`src/rtl/ftg_pkg.sv`:
```
package ftg_pkg;
  parameter int CHAN_BITS   = 8;
  parameter int SLOW_CHANS  = 24;
  parameter int FAST_CHANS  = 32;
  parameter int SLOW_OVH    = 1;

  localparam int SLOW_LEN   = SLOW_OVH + SLOW_CHANS * CHAN_BITS;
  localparam int FAST_LEN   = FAST_CHANS * CHAN_BITS;
  localparam int MAX_LEN    = (SLOW_LEN > FAST_LEN) ? SLOW_LEN : FAST_LEN;
  localparam int CNT_W      = $clog2(MAX_LEN);
  localparam int CB_W       = $clog2(CHAN_BITS);
  localparam int CH_W       = CNT_W - CB_W;
endpackage

```
`src/rtl/ftg_edge_det.sv`:
```
module ftg_edge_det (
  input  logic clk,
  input  logic rst_n,
  input  logic sync_in,
  output logic edge_o
);
  logic sync_q;
  logic sync_d;

  always_comb begin
    sync_d = sync_in;
    edge_o = sync_in & ~sync_q;
  end

  always_ff @(posedge clk or negedge rst_n) begin
    if (!rst_n) sync_q <= 1'b1;
    else        sync_q <= sync_d;
  end


  level_noedge_chk: assert property (@(posedge clk) disable iff (!rst_n)
    sync_in |=> (sync_in ? !edge_o : 1'b1));
endmodule

```
`src/rtl/ftg_bit_counter.sv`:
```
module ftg_bit_counter
  import ftg_pkg::*;
(
  input  logic             clk,
  input  logic             rst_n,
  input  logic             fast_mode,
  input  logic             load,
  output logic [CNT_W-1:0] cnt_o
);
  localparam logic [CNT_W-1:0] SLOW_LAST = CNT_W'(SLOW_LEN - 1);
  localparam logic [CNT_W-1:0] FAST_LAST = CNT_W'(FAST_LEN - 1);

  logic [CNT_W-1:0] cnt_q;
  logic [CNT_W-1:0] cnt_d;
  logic [CNT_W-1:0] last;

  always_comb begin
    last = fast_mode ? FAST_LAST : SLOW_LAST;
    if (load)               cnt_d = '0;
    else if (cnt_q >= last) cnt_d = '0;
    else                    cnt_d = cnt_q + 1'b1;
  end

  always_ff @(posedge clk or negedge rst_n) begin
    if (!rst_n) cnt_q <= '0;
    else        cnt_q <= cnt_d;
  end

  assign cnt_o = cnt_q;


  load_zero_chk: assert property (@(posedge clk) disable iff (!rst_n)
    load |=> (cnt_q == '0));

  step_one_chk: assert property (@(posedge clk) disable iff (!rst_n)
    (!load && cnt_q < last && $stable(fast_mode)) |=> (cnt_q == $past(cnt_q) + 1'b1));

  wrap_zero_chk: assert property (@(posedge clk) disable iff (!rst_n)
    (!load && cnt_q == last) |=> (cnt_q == '0));
endmodule

```
`src/rtl/ftg_pos_decode.sv`:
```
module ftg_pos_decode
  import ftg_pkg::*;
(
  input  logic             fast_mode,
  input  logic [CNT_W-1:0] cnt,
  output logic [CH_W-1:0]  chan_o,
  output logic [CB_W-1:0]  cbit_o,
  output logic             fstart_o,
  output logic             ovh_o,
  output logic             chclk_o
);
  localparam logic [CNT_W-1:0] OVH_OFS = CNT_W'(SLOW_OVH);
  localparam int               HALF    = CHAN_BITS / 2;

  logic [CNT_W-1:0] pos;

  always_comb begin
    ovh_o    = !fast_mode && (cnt < OVH_OFS);
    pos      = fast_mode ? cnt : (cnt - OVH_OFS);
    fstart_o = (cnt == '0);
    if (ovh_o) begin
      chan_o  = '0;
      cbit_o  = '0;
      chclk_o = 1'b0;
    end else begin
      chan_o  = pos[CNT_W-1:CB_W];
      cbit_o  = pos[CB_W-1:0];
      chclk_o = (int'(pos[CB_W-1:0]) < HALF);
    end
  end
endmodule

```
`src/rtl/ftg_frame_timer.sv`:
```
module ftg_frame_timer
  import ftg_pkg::*;
(
  input  logic             clk,
  input  logic             rst_n,
  input  logic             rate_sel,
  input  logic             fsync,
  output logic [CNT_W-1:0] bit_idx,
  output logic [CH_W-1:0]  chan_idx,
  output logic [CB_W-1:0]  chan_bit,
  output logic             frame_start,
  output logic             framing_bit,
  output logic             chan_clk
);
  logic [1:0] rst_pipe_q;
  logic       rst_sync_n;
  logic       sync_edge;

  always_ff @(posedge clk or negedge rst_n) begin
    if (!rst_n) rst_pipe_q <= 2'b00;
    else        rst_pipe_q <= {rst_pipe_q[0], 1'b1};
  end
  assign rst_sync_n = rst_pipe_q[1];

  ftg_edge_det u_edge (
    .clk     (clk),
    .rst_n   (rst_sync_n),
    .sync_in (fsync),
    .edge_o  (sync_edge)
  );

  ftg_bit_counter u_cnt (
    .clk       (clk),
    .rst_n     (rst_sync_n),
    .fast_mode (rate_sel),
    .load      (sync_edge),
    .cnt_o     (bit_idx)
  );

  ftg_pos_decode u_dec (
    .fast_mode (rate_sel),
    .cnt       (bit_idx),
    .chan_o    (chan_idx),
    .cbit_o    (chan_bit),
    .fstart_o  (frame_start),
    .ovh_o     (framing_bit),
    .chclk_o   (chan_clk)
  );


  chclk_rise_chk: assert property (@(posedge clk) disable iff (!rst_sync_n)
    ($rose(chan_clk) && $stable(rate_sel)) |-> (chan_bit == '0));

  ovh_quiet_chk: assert property (@(posedge clk) disable iff (!rst_sync_n)
    framing_bit |-> (!chan_clk && chan_idx == '0 && !rate_sel));

  fstart_single_chk: assert property (@(posedge clk) disable iff (!rst_sync_n)
    (frame_start && !sync_edge) |=> !frame_start);
endmodule

```
`config.mk`:
```
export PLATFORM = sky130hd
export DESIGN_NAME = ftg_frame_timer
export DESIGN_NICKNAME = d
export VERILOG_FILES = /design/src/rtl/ftg_pkg.sv /design/src/rtl/ftg_edge_det.sv /design/src/rtl/ftg_bit_counter.sv /design/src/rtl/ftg_pos_decode.sv /design/src/rtl/ftg_frame_timer.sv
export SDC_FILE = /design/constraint.sdc
export NUM_CORES = 1
export LEC_CHECK = 0
export ABC_AREA = 1
export BUFFER_PORTS_ARGS = -buffer_cell sky130_fd_sc_hd__buf_2
export CAP_MARGIN = 15
export CORE_ASPECT_RATIO = 0.8
export CORE_MARGIN = 2
export CORE_UTILIZATION = 40
export CTS_CLUSTER_SIZE = 25
export DETAILED_ROUTE_END_ITERATION = 8
export GPL_ROUTABILITY_DRIVEN = 0
export SLEW_MARGIN = 20
export SYNTH_ARGS = -nofsm -noshare
export SYNTH_HDL_FRONTEND = slang
export SYNTH_SLANG_ARGS = --single-unit
```
`constraint.sdc`:
```
create_clock -name clk -period 1.4 [get_ports clk]
set_input_delay 0 -clock clk [delete_from_list [all_inputs] [get_ports clk]]
set_output_delay 0 -clock clk [all_outputs]
set_load 0.005 [all_outputs]
```
==> results of run 1 <==
state kept, by name, indices dropped and copies added (netlist names):
signal / cells
u_cnt.cnt_o: 8
rst_pipe_q: 2
u_edge.sync_q: 1
worst register-to-register path, stage by stage (launching register included):
cell	delay, ps
dfrtp_2	420
buf_6	140
buf_4	140
ha_1	210
nand2_1	100
nor2_1	50
nand2_1	60
xor2_1	180
nor2_1	70
cell type report:
type / instances / area (sq um)
clock buffer: 4 / 26.3
fill: 188 / 757
inverter: 20 / 75.1
multi-input combinational: 91 / 654
sequential: 11 / 278
tap: 25 / 31.3
timing repair buffer: 43 / 299
logic make-up (layout without fill, tap and decap cells):
| logic type | count (synthesis) | count (layout) | synth area share |
|---|---|---|---|
| other | 1 | 1 | 0.00426 |
| flip-flops | 11 | 11 | 0.314 |
| AO/OA/AOI/OAI | 9 | 9 | 0.0554 |
| AND/OR/NAND/NOR | 67 | 67 | 0.338 |
| adder cells (fa/ha/maj) | 9 | 9 | 0.128 |
| buffers and inverters | 22 | 67 | 0.111 |
| XOR/XNOR | 5 | 5 | 0.0497 |
where the power goes:
| group | switching, W | total, W | leakage, nW | internal, W |
|---|---|---|---|---|
| logic | 0.000627 | 0.00123 | 0.574 | 0.000607 |
| clock network | 0.0000979 | 0.000208 | 0.0150 | 0.000110 |
| registers | 0.0000428 | 0.000410 | 0.139 | 0.000367 |
through the flow:
stage | total power, W | area (sq um)
after CTS | 0.00176 | 1320
after floorplan | 0.000927 | 881
after detailed placement | 0.00118 | 1040
after global placement | 0.00117 | 1040
after global routing | 0.00203 | 1360
final | 0.00185 | 1360
worst paths after layout:
path | start | end | slack (ps) | cells after the start
max | u_cnt.cnt_o[2] | chan_idx[3] | -90 | 8
min | rst_n | rst_pipe_q[0] | 40 | 2
max reg2reg | u_cnt.cnt_o[1] | u_cnt.cnt_o[6] | -60 | 8
max in group asynchronous | rst_pipe_q[1] | u_edge.sync_q | 940 | 0
min reg2reg | rst_pipe_q[1] | u_cnt.cnt_o[4] | 150 | 0
min in group clk | rst_pipe_q[0] | rst_pipe_q[1] | 360 | 0
cells in the mapped netlist, drive strengths merged:
| master | instances | share of area |
|---|---|---|
| a21oi | 3 | 0.017 |
| buf | 2 | 0.026 |
| conb | 1 | 0.0043 |
| dfrtp | 10 | 0.28 |
| dfstp | 1 | 0.030 |
| ha | 9 | 0.13 |
| inv | 20 | 0.085 |
| nand2 | 28 | 0.12 |
| nand3 | 5 | 0.028 |
| nand4 | 2 | 0.014 |
| nor2 | 30 | 0.16 |
| nor3 | 2 | 0.011 |
| o21ai | 6 | 0.038 |
| xnor2 | 3 | 0.030 |
| xor2 | 2 | 0.020 |
metal layers:
metal / vias to the layer above / wire [um] / global-route usage
met3: 4 / 74 / 0.0284
met2: 19 / 1030 / 0.321
li1: 468 / - / -
met1: 410 / 1020 / 0.249
met5: - / 0 / 0
met4: 0 / 19 / 0.0857
repair_timing:
action	4_1_cts	5_1_grt
hold buffers	2	0
buffers inserted	13	0
endpoints found under the setup margin	17	18
endpoints found under the hold margin	3	0
pin swaps	18	7
resized for setup	35	11
==> flow_metrics.env, run 1 <==
export IMPL_dieArea_sq_um=2600
export IMPL_antennaDiodeCount=0
export IMPL_cp_common_cell="nor2_4"
export IMPL_grt_max_degree=10
export IMPL_final_setup_tns_ps=-632
export IMPL_cp_start_kind="flop"
export IMPL_fin_hold_ws_ps=35.9
export IMPL_layout_common_cells="22 x nand2_1, 22 x buf_2, 17 x nor2_1, 15 x inv_1, 12 x buf_4"
export IMPL_die_h_um=46.0
export IMPL_syn_area_sq_um=881
export IMPL_outcome="finished with violations"
export IMPL_cts_root_buf="clkbuf_4"
export IMPL_path_max_fanout=4
export IMPL_grt_ovfl_total=0
export IMPL_final_util=0.643
export IMPL_p_per_area_nw_per_um2=1360
export IMPL_std_cell_rows=15
export IMPL_cp_top_family="flip-flops"
export IMPL_grtUsageTotal=0.191
export IMPL_post_place_cells=175
export IMPL_cts_tree="done"
export IMPL_arrival_ps=1490
export IMPL_cts_sinks=11
export IMPL_cp_num_buf_inv=3
export IMPL_maxCapViolCount=0
export IMPL_ios=23
export IMPL_drive_above_1_share=0.462
export IMPL_yosys_warnings=0
export IMPL_numPortBuffers=22
export IMPL_period_share=1.06
export IMPL_antenna_found_initial=0
export IMPL_crit_chain="buf_6 > nor2_4 > inv_2 > nor2_4 > nand2_2 > o21ai_1 > nand2_1 > buf_2"
export IMPL_finalClockSkew_ps=3.20
export IMPL_endpoint_kind="primary output"
export IMPL_wl_mm=2.14
export IMPL_critPathMaxStageDelay_ps=400
export IMPL_synth_cell_type_count=20
export IMPL_max_vdd_ir_drop_mv=0.935
export IMPL_core_area_sq_um=2120
export IMPL_fin_nets=183
export IMPL_drtIter0Drc=20
export IMPL_drc=0
export IMPL_viasPerCell=4.64
export IMPL_start_util=0.415
export IMPL_wire_per_inst_um=11.0
export IMPL_dieWidth_um=56.5
export IMPL_timing_fmax_ghz=0.672
export IMPL_clock_latency_ps=260
export IMPL_p_leak_nw=0.729
export IMPL_cts_buffer_depth=2
export IMPL_syn_area_per_cell_sq_um=7.10
export IMPL_drtPass1Iterations=4
export IMPL_layout_setup_ws_ps=-89.0
export IMPL_num_vias=901
export IMPL_rsz0062_at_grt="yes"
export IMPL_clkTransAtPathRegs_ps=70
export IMPL_drtAntennaViolNets=0
export IMPL_crit_type="reg -> out"
export IMPL_place_ws_ps=-17.9
export IMPL_grt_pass1_vias=858
export IMPL_syn_nets=137
export IMPL_synth_yosys_seq_area_share=0.314
export IMPL_grt_pass1_wl_mm=3.88
export IMPL_slew_violations=0
export IMPL_hold_viol_final=0
export IMPL_syn_instance_count=124
export IMPL_crit_slowest_cell="dfrtp_1"
export IMPL_min_period_ps=1490
export IMPL_setup_viol=13
export IMPL_stdcell_count=194
export IMPL_htreeDepth=1
export IMPL_synth_seq_cells=11
export IMPL_area_growth_pct=54.8
export IMPL_violations="setup timing"
export IMPL_cts_made_buffers=3
export IMPL_worstHoldPathType="in -> async"
export IMPL_crit_required_ps=1400
export IMPL_dp_hpwl_mm=1.48
(Power assumes the default switching activity.)
==> inputs of run 2 (changes only) <==
==> constraint.sdc (replaced) <==
create_clock -name clk -period 1.4 [get_ports clk]
set_input_delay 0.28 -clock clk [delete_from_list [all_inputs] [get_ports clk]]
set_output_delay 0.28 -clock clk [all_outputs]
set_load 0.005 [all_outputs]
==> run 2 against run 1 <==
Highest routed layer unchanged. Largest cell class unchanged. Critical path depth unchanged. Die area unchanged. Critical endpoint unchanged. Worst setup slack got worse by 290 ps. Non-clock buffer count increased by 6. Largest power group unchanged. The flow still finishes with violations (setup timing). Sequential share of layout area increased by 0.20 points.
==> flow_metrics.env, run 2 (same netlist as run 1, synthesis figures left out) <==
export IMPL_outcome="finished with violations"
export IMPL_violations="setup timing"
export IMPL_timing_fmax_ghz=0.562
export IMPL_layout_setup_ws_ps=-379
export IMPL_crit_required_ps=1120
export IMPL_p_per_area_nw_per_um2=1290
export IMPL_layout_common_cells="22 x buf_2, 22 x buf_4, 21 x nand2_1, 19 x nor2_1, 17 x inv_1"
export IMPL_fin_area_sq_um=1370
export IMPL_ff_latch_area_sq_um=282
export IMPL_endpoint_kind="primary output"
export IMPL_fin_nets=189
export IMPL_area_growth_pct=55.4
export IMPL_numPortBuffers=22
export IMPL_cts_made_buffers=3
export IMPL_drtPass1Iterations=4
export IMPL_setup_viol=19
export IMPL_antennaDiodeCount=0
export IMPL_dieWidth_um=56.5
export IMPL_die_h_um=46.0
export IMPL_finalClockSkew_ps=3.82
export IMPL_drtIter0Drc=18
export IMPL_stdcell_count=200
export IMPL_clkPwrFrac=0.117
export IMPL_crit_slowest_cell="dfrtp_1"
export IMPL_drc=0
export IMPL_std_cell_rows=15
export IMPL_cts_root_buf="clkbuf_4"
export IMPL_core_area_sq_um=2120
export IMPL_pwr_share_seq=0.264
export IMPL_post_place_cells=189
export IMPL_wire_per_inst_um=10.8
export IMPL_worstHoldPathType="in -> reg"
export IMPL_fillerInstances=185
export IMPL_largest_reg_flops=8
export IMPL_fin_hold_ws_ps=128
export IMPL_met3_usage=0.0256
export IMPL_final_setup_tns_ps=-4830
export IMPL_cts_tree="done"
export IMPL_place_area_sq_um=1150
export IMPL_dp_hpwl_mm=1.64
export IMPL_max_vdd_ir_drop_mv=1.03
export IMPL_clock_latency_ps=260
export IMPL_start_util=0.415
export IMPL_grt_util_met2=0.319
export IMPL_critPathMaxStageDelay_ps=420
export IMPL_htreeDepth=1
export IMPL_crit_type="reg -> out"
export IMPL_drtAntennaViolNets=0
export IMPL_p_leak_nw=0.756
export IMPL_wl_mm=2.16
export IMPL_place_ws_ps=-235
export IMPL_p_int_w=0.00105
export IMPL_r2r_cells=10
export IMPL_grt_ovfl_total=0
export IMPL_arrival_ps=1500
export IMPL_met1_usage=0.206
export IMPL_grtUsageTotal=0.169
export IMPL_busiest_layer="met2"
export IMPL_holdPathStages=1
export IMPL_ios=23
export IMPL_clkTransAtPathRegs_ps=60
export IMPL_antenna_found_initial=0
export IMPL_dieArea_sq_um=2600
export IMPL_swShare=0.404
export IMPL_p_switching_w=0.000713
export IMPL_cts_sinks=11
export IMPL_maxCapViolCount=0
export IMPL_min_period_ps=1780
export IMPL_path_max_fanout=3
export IMPL_comb_power_share=0.620
export IMPL_period_share=1.27
export IMPL_grt_pass1_vias=817
export IMPL_viasPerCell=4.53
export IMPL_grt_pass1_wl_mm=3.38
export IMPL_rsz0062_at_grt="yes"
export IMPL_drive_above_1_share=0.486
export IMPL_multi_input_area_sq_um=624
export IMPL_slew_violations=0
export IMPL_num_vias=906
export IMPL_cp_start_kind="flop"
export IMPL_crit_chain="inv_2 > ha_4 > nand2_4 > nor2_4 > nand2_2 > o21ai_2 > nand2_1 > buf_2"
export IMPL_hold_viol_final=0
export IMPL_cts_buffer_depth=2
export IMPL_grt_max_degree=10
run 2: cell types whose count changed in the layout (fill, tap and decap cells not counted), sizes merged:
cell and change:
buf +7, dlygate4sd3 -1
run 2: power by group through the flow:
stage	registers, W	clock network, W	logic (W)
floorplan	0.000445	0	0.000483
global placement	0.000464	0	0.000851
detailed placement	0.000463	0	0.000869
CTS	0.000461	0.000213	0.00102
global route	0.000476	0.000237	0.00122
finish	0.000466	0.000206	0.00109
run 2: worst max-delay path: cells and delay by family (launching register included):
kind / cells / cell delay, ps
DFF: 1 / 420
adders and majority gates: 1 / 150
and+or+nand+nor: 4 / 340
buffers and inverters: 2 / 220
AOI/OAI and AO/OA: 1 / 110
run 2: layer usage:
layer  up-vias  wire length (um)
li1        482                 -
met1       402               960
met4         0                30
met2        20              1070
met3         2                99
met5         -                 0
run 2: what timing repair did:
action                     CTS  global route
gates resized for setup     22            15
gates cloned                 0             0
pin swaps                    3             5
hold endpoints to repair     2             0
setup endpoints to repair   19            20
hold buffers                 1             0
setup buffers                2             4
run 2: area by class of cell:
type / instances / share of cell area
multi-input combinational: 91 / 0.456
clock buffer: 4 / 0.0192
timing repair buffer: 49 / 0.241
tap: 25 / 0.0229
inverter: 20 / 0.0548
sequential: 11 / 0.206
run 2: stage by stage:
stage          total power [W]  utilization
3_5_place_dp           0.00133        0.542
6_report               0.00177        0.645
3_3_place_gp           0.00131        0.542
5_1_grt                0.00193        0.645
2_1_floorplan         0.000928            -
4_1_cts                0.00169        0.606
run 2: worst paths after layout:
| kind | startpoint | end | slack (ps) |
|---|---|---|---|
| worst max-delay path | u_cnt.cnt_o[1] | chan_idx[3] | -380 |
| worst min-delay path | fsync | u_edge.sync_q | 130 |
| max in group asynchronous | rst_pipe_q[1] | u_edge.sync_q | 950 |
| min in group asynchronous | rst_pipe_q[1] | u_cnt.cnt_o[7] | 140 |
| worst min register to register | rst_pipe_q[1] | u_cnt.cnt_o[7] | 140 |
| worst max register to register | u_cnt.cnt_o[1] | u_cnt.cnt_o[5] | -200 |
==> inputs of run 3 (changes only) <==
- CORE_UTILIZATION: 40 -> 51
- PLACE_DENSITY: unset -> 0.77
==> run 3 against run 2 <==
The run still ends with setup timing left. Critical path type unchanged. Cell count decreased by 1.5%. Worst setup slack lost 71 ps. Routed wire length up 35%.
==> flow_metrics.env, run 3 (same netlist as run 1, synthesis figures left out) <==
export IMPL_grt_util_met2=0.434
export IMPL_cp_common_cell="nor2_1"
export IMPL_dp_hpwl_mm=1.66
export IMPL_pwr_share_seq=0.239
export IMPL_ios=23
export IMPL_endpoint_kind="primary output"
export IMPL_antennaDiodeCount=0
export IMPL_r2r_cells=7
export IMPL_grtUsageTotal=0.236
export IMPL_layout_setup_ws_ps=-450
export IMPL_drtIter0Drc=28
export IMPL_arrival_ps=1570
export IMPL_cts_root_buf="clkbuf_4"
export IMPL_swShare=0.419
export IMPL_crit_slowest_cell="dfrtp_1"
export IMPL_wire_per_inst_um=14.8
export IMPL_drive_above_1_share=0.509
export IMPL_holdPathStages=1
export IMPL_p_leak_nw=0.764
export IMPL_drtAntennaViolNets=0
export IMPL_timing_fmax_ghz=0.540
export IMPL_violations="setup timing"
export IMPL_cts_sinks=11
export IMPL_hold_viol_final=0
export IMPL_worstHoldPathType="in -> reg"
export IMPL_p_per_area_nw_per_um2=1390
export IMPL_clkTransAtPathRegs_ps=60
export IMPL_met3_usage=0.0219
export IMPL_layout_common_cells="23 x buf_4, 22 x nand2_1, 20 x buf_2, 18 x nor2_1, 16 x inv_1"
export IMPL_cts_made_buffers=3
export IMPL_cts_tree="done"
export IMPL_final_util=0.877
export IMPL_num_vias=1022
export IMPL_setup_viol=19
export IMPL_rsz0062_at_grt="yes"
export IMPL_path_max_fanout=3
export IMPL_cp_start_kind="flop"
export IMPL_die_h_um=41.2
export IMPL_met1_usage=0.293
export IMPL_viasPerCell=5.19
export IMPL_std_cell_rows=13
export IMPL_crit_type="reg -> out"
export IMPL_busiest_layer="met2"
export IMPL_dieWidth_um=50.5
export IMPL_outcome="finished with violations"
export IMPL_fillerInstances=83
export IMPL_crit_chain="inv_2 > buf_4 > ha_4 > nor2_1 > a21oi_1 > nor2_1 > buf_2"
export IMPL_regToRegSetupSlack_ps=-180
export IMPL_grt_max_degree=10
export IMPL_maxCapViolCount=0
export IMPL_grt_ovfl_total=0
export IMPL_start_util=0.542
export IMPL_drc=0
export IMPL_slew_violations=0
export IMPL_clock_latency_ps=260
export IMPL_core_area_sq_um=1630
export IMPL_p_switching_w=0.000833
export IMPL_grt_pass1_wl_mm=3.48
export IMPL_p_int_w=0.00115
export IMPL_critPathMaxStageDelay_ps=410
export IMPL_wl_mm=2.91
export IMPL_dieArea_sq_um=2080
export IMPL_comb_power_share=0.662
export IMPL_min_period_ps=1850
export IMPL_area_growth_pct=61.9
export IMPL_antenna_found_initial=0
export IMPL_numPortBuffers=22
export IMPL_clkPwrFrac=0.099
export IMPL_place_ws_ps=-221
export IMPL_period_share=1.32
export IMPL_max_vdd_ir_drop_mv=1.30
export IMPL_largest_reg_flops=8
export IMPL_mostFrequentLayoutCell="buf_4"
export IMPL_htreeDepth=1
export IMPL_crit_required_ps=1120
export IMPL_grt_pass1_vias=821
export IMPL_drtPass1Iterations=4
export IMPL_fin_nets=189
export IMPL_cts_buffer_depth=2
export IMPL_finalClockSkew_ps=6.63
-- run 3: layout make-up --
cell class | count | area [sq um] | share of cell area
flip-flops and latches | 11 | 280 | 0.196
clock buffers | 4 | 26.3 | 0.0184
well taps | 22 | 27.5 | 0.0193
repair buffers | 49 | 348 | 0.244
inverters | 20 | 78.8 | 0.0553
multi-input cells | 91 | 666 | 0.467
-- run 3: power groups by stage --
stage               Sequential, W  Combinational, W  Clock (W)
finish                   0.000474           0.00132   0.000197
global route             0.000473           0.00143   0.000219
CTS                      0.000453           0.00107   0.000205
detailed placement       0.000457          0.000891          0
global placement         0.000455          0.000862          0
floorplan                0.000445          0.000483          0
-- run 3: stage by stage --
step	total power, W	TNS, ps	hold WS, ps	cell area, sq um	cells
floorplan	0.000928	0	-15.6	881	124
global placement	0.00132	-1840	63.8	1140	185
detailed placement	0.00135	-2810	67.3	1140	185
CTS	0.00173	-4340	125	1300	195
global route	0.00213	-6970	125	1430	197
finish	0.00199	-5710	130	1430	197
-- run 3: path summary, 6_finish.rpt --
check                               startpoint              to
min in group asynchronous        rst_pipe_q[1]  u_cnt.cnt_o[6]
worst max-delay path            u_cnt.cnt_o[0]     chan_bit[1]
max in group asynchronous                rst_n   rst_pipe_q[1]
worst min register to register   rst_pipe_q[1]  u_cnt.cnt_o[6]
worst max register to register  u_cnt.cnt_o[5]  u_cnt.cnt_o[2]
worst min-delay path                     fsync   u_edge.sync_q
-- run 3: per-layer routing --
metal	routed length (um)	vias up
li1	-	482
met1	1170	472
met2	1440	56
met3	205	12
met4	91	0
met5	0	-
-- run 3: timing repair --
action / in CTS / in global routing
endpoints found under the setup margin: 19 / 20
endpoints found under the hold margin: 2 / 0
setup buffers: 5 / 3
resized for setup: 22 / 21
hold buffers: 1 / 0
pin swaps: 7 / 7
-- run 3: critical path, delay by kind of cell (launching register included) --
kind            cells  cell delay [ps]
buf+inv             3              370
fa+ha+maj           1              240
flops               1              410
simple gates        2              240
compound gates      1               50
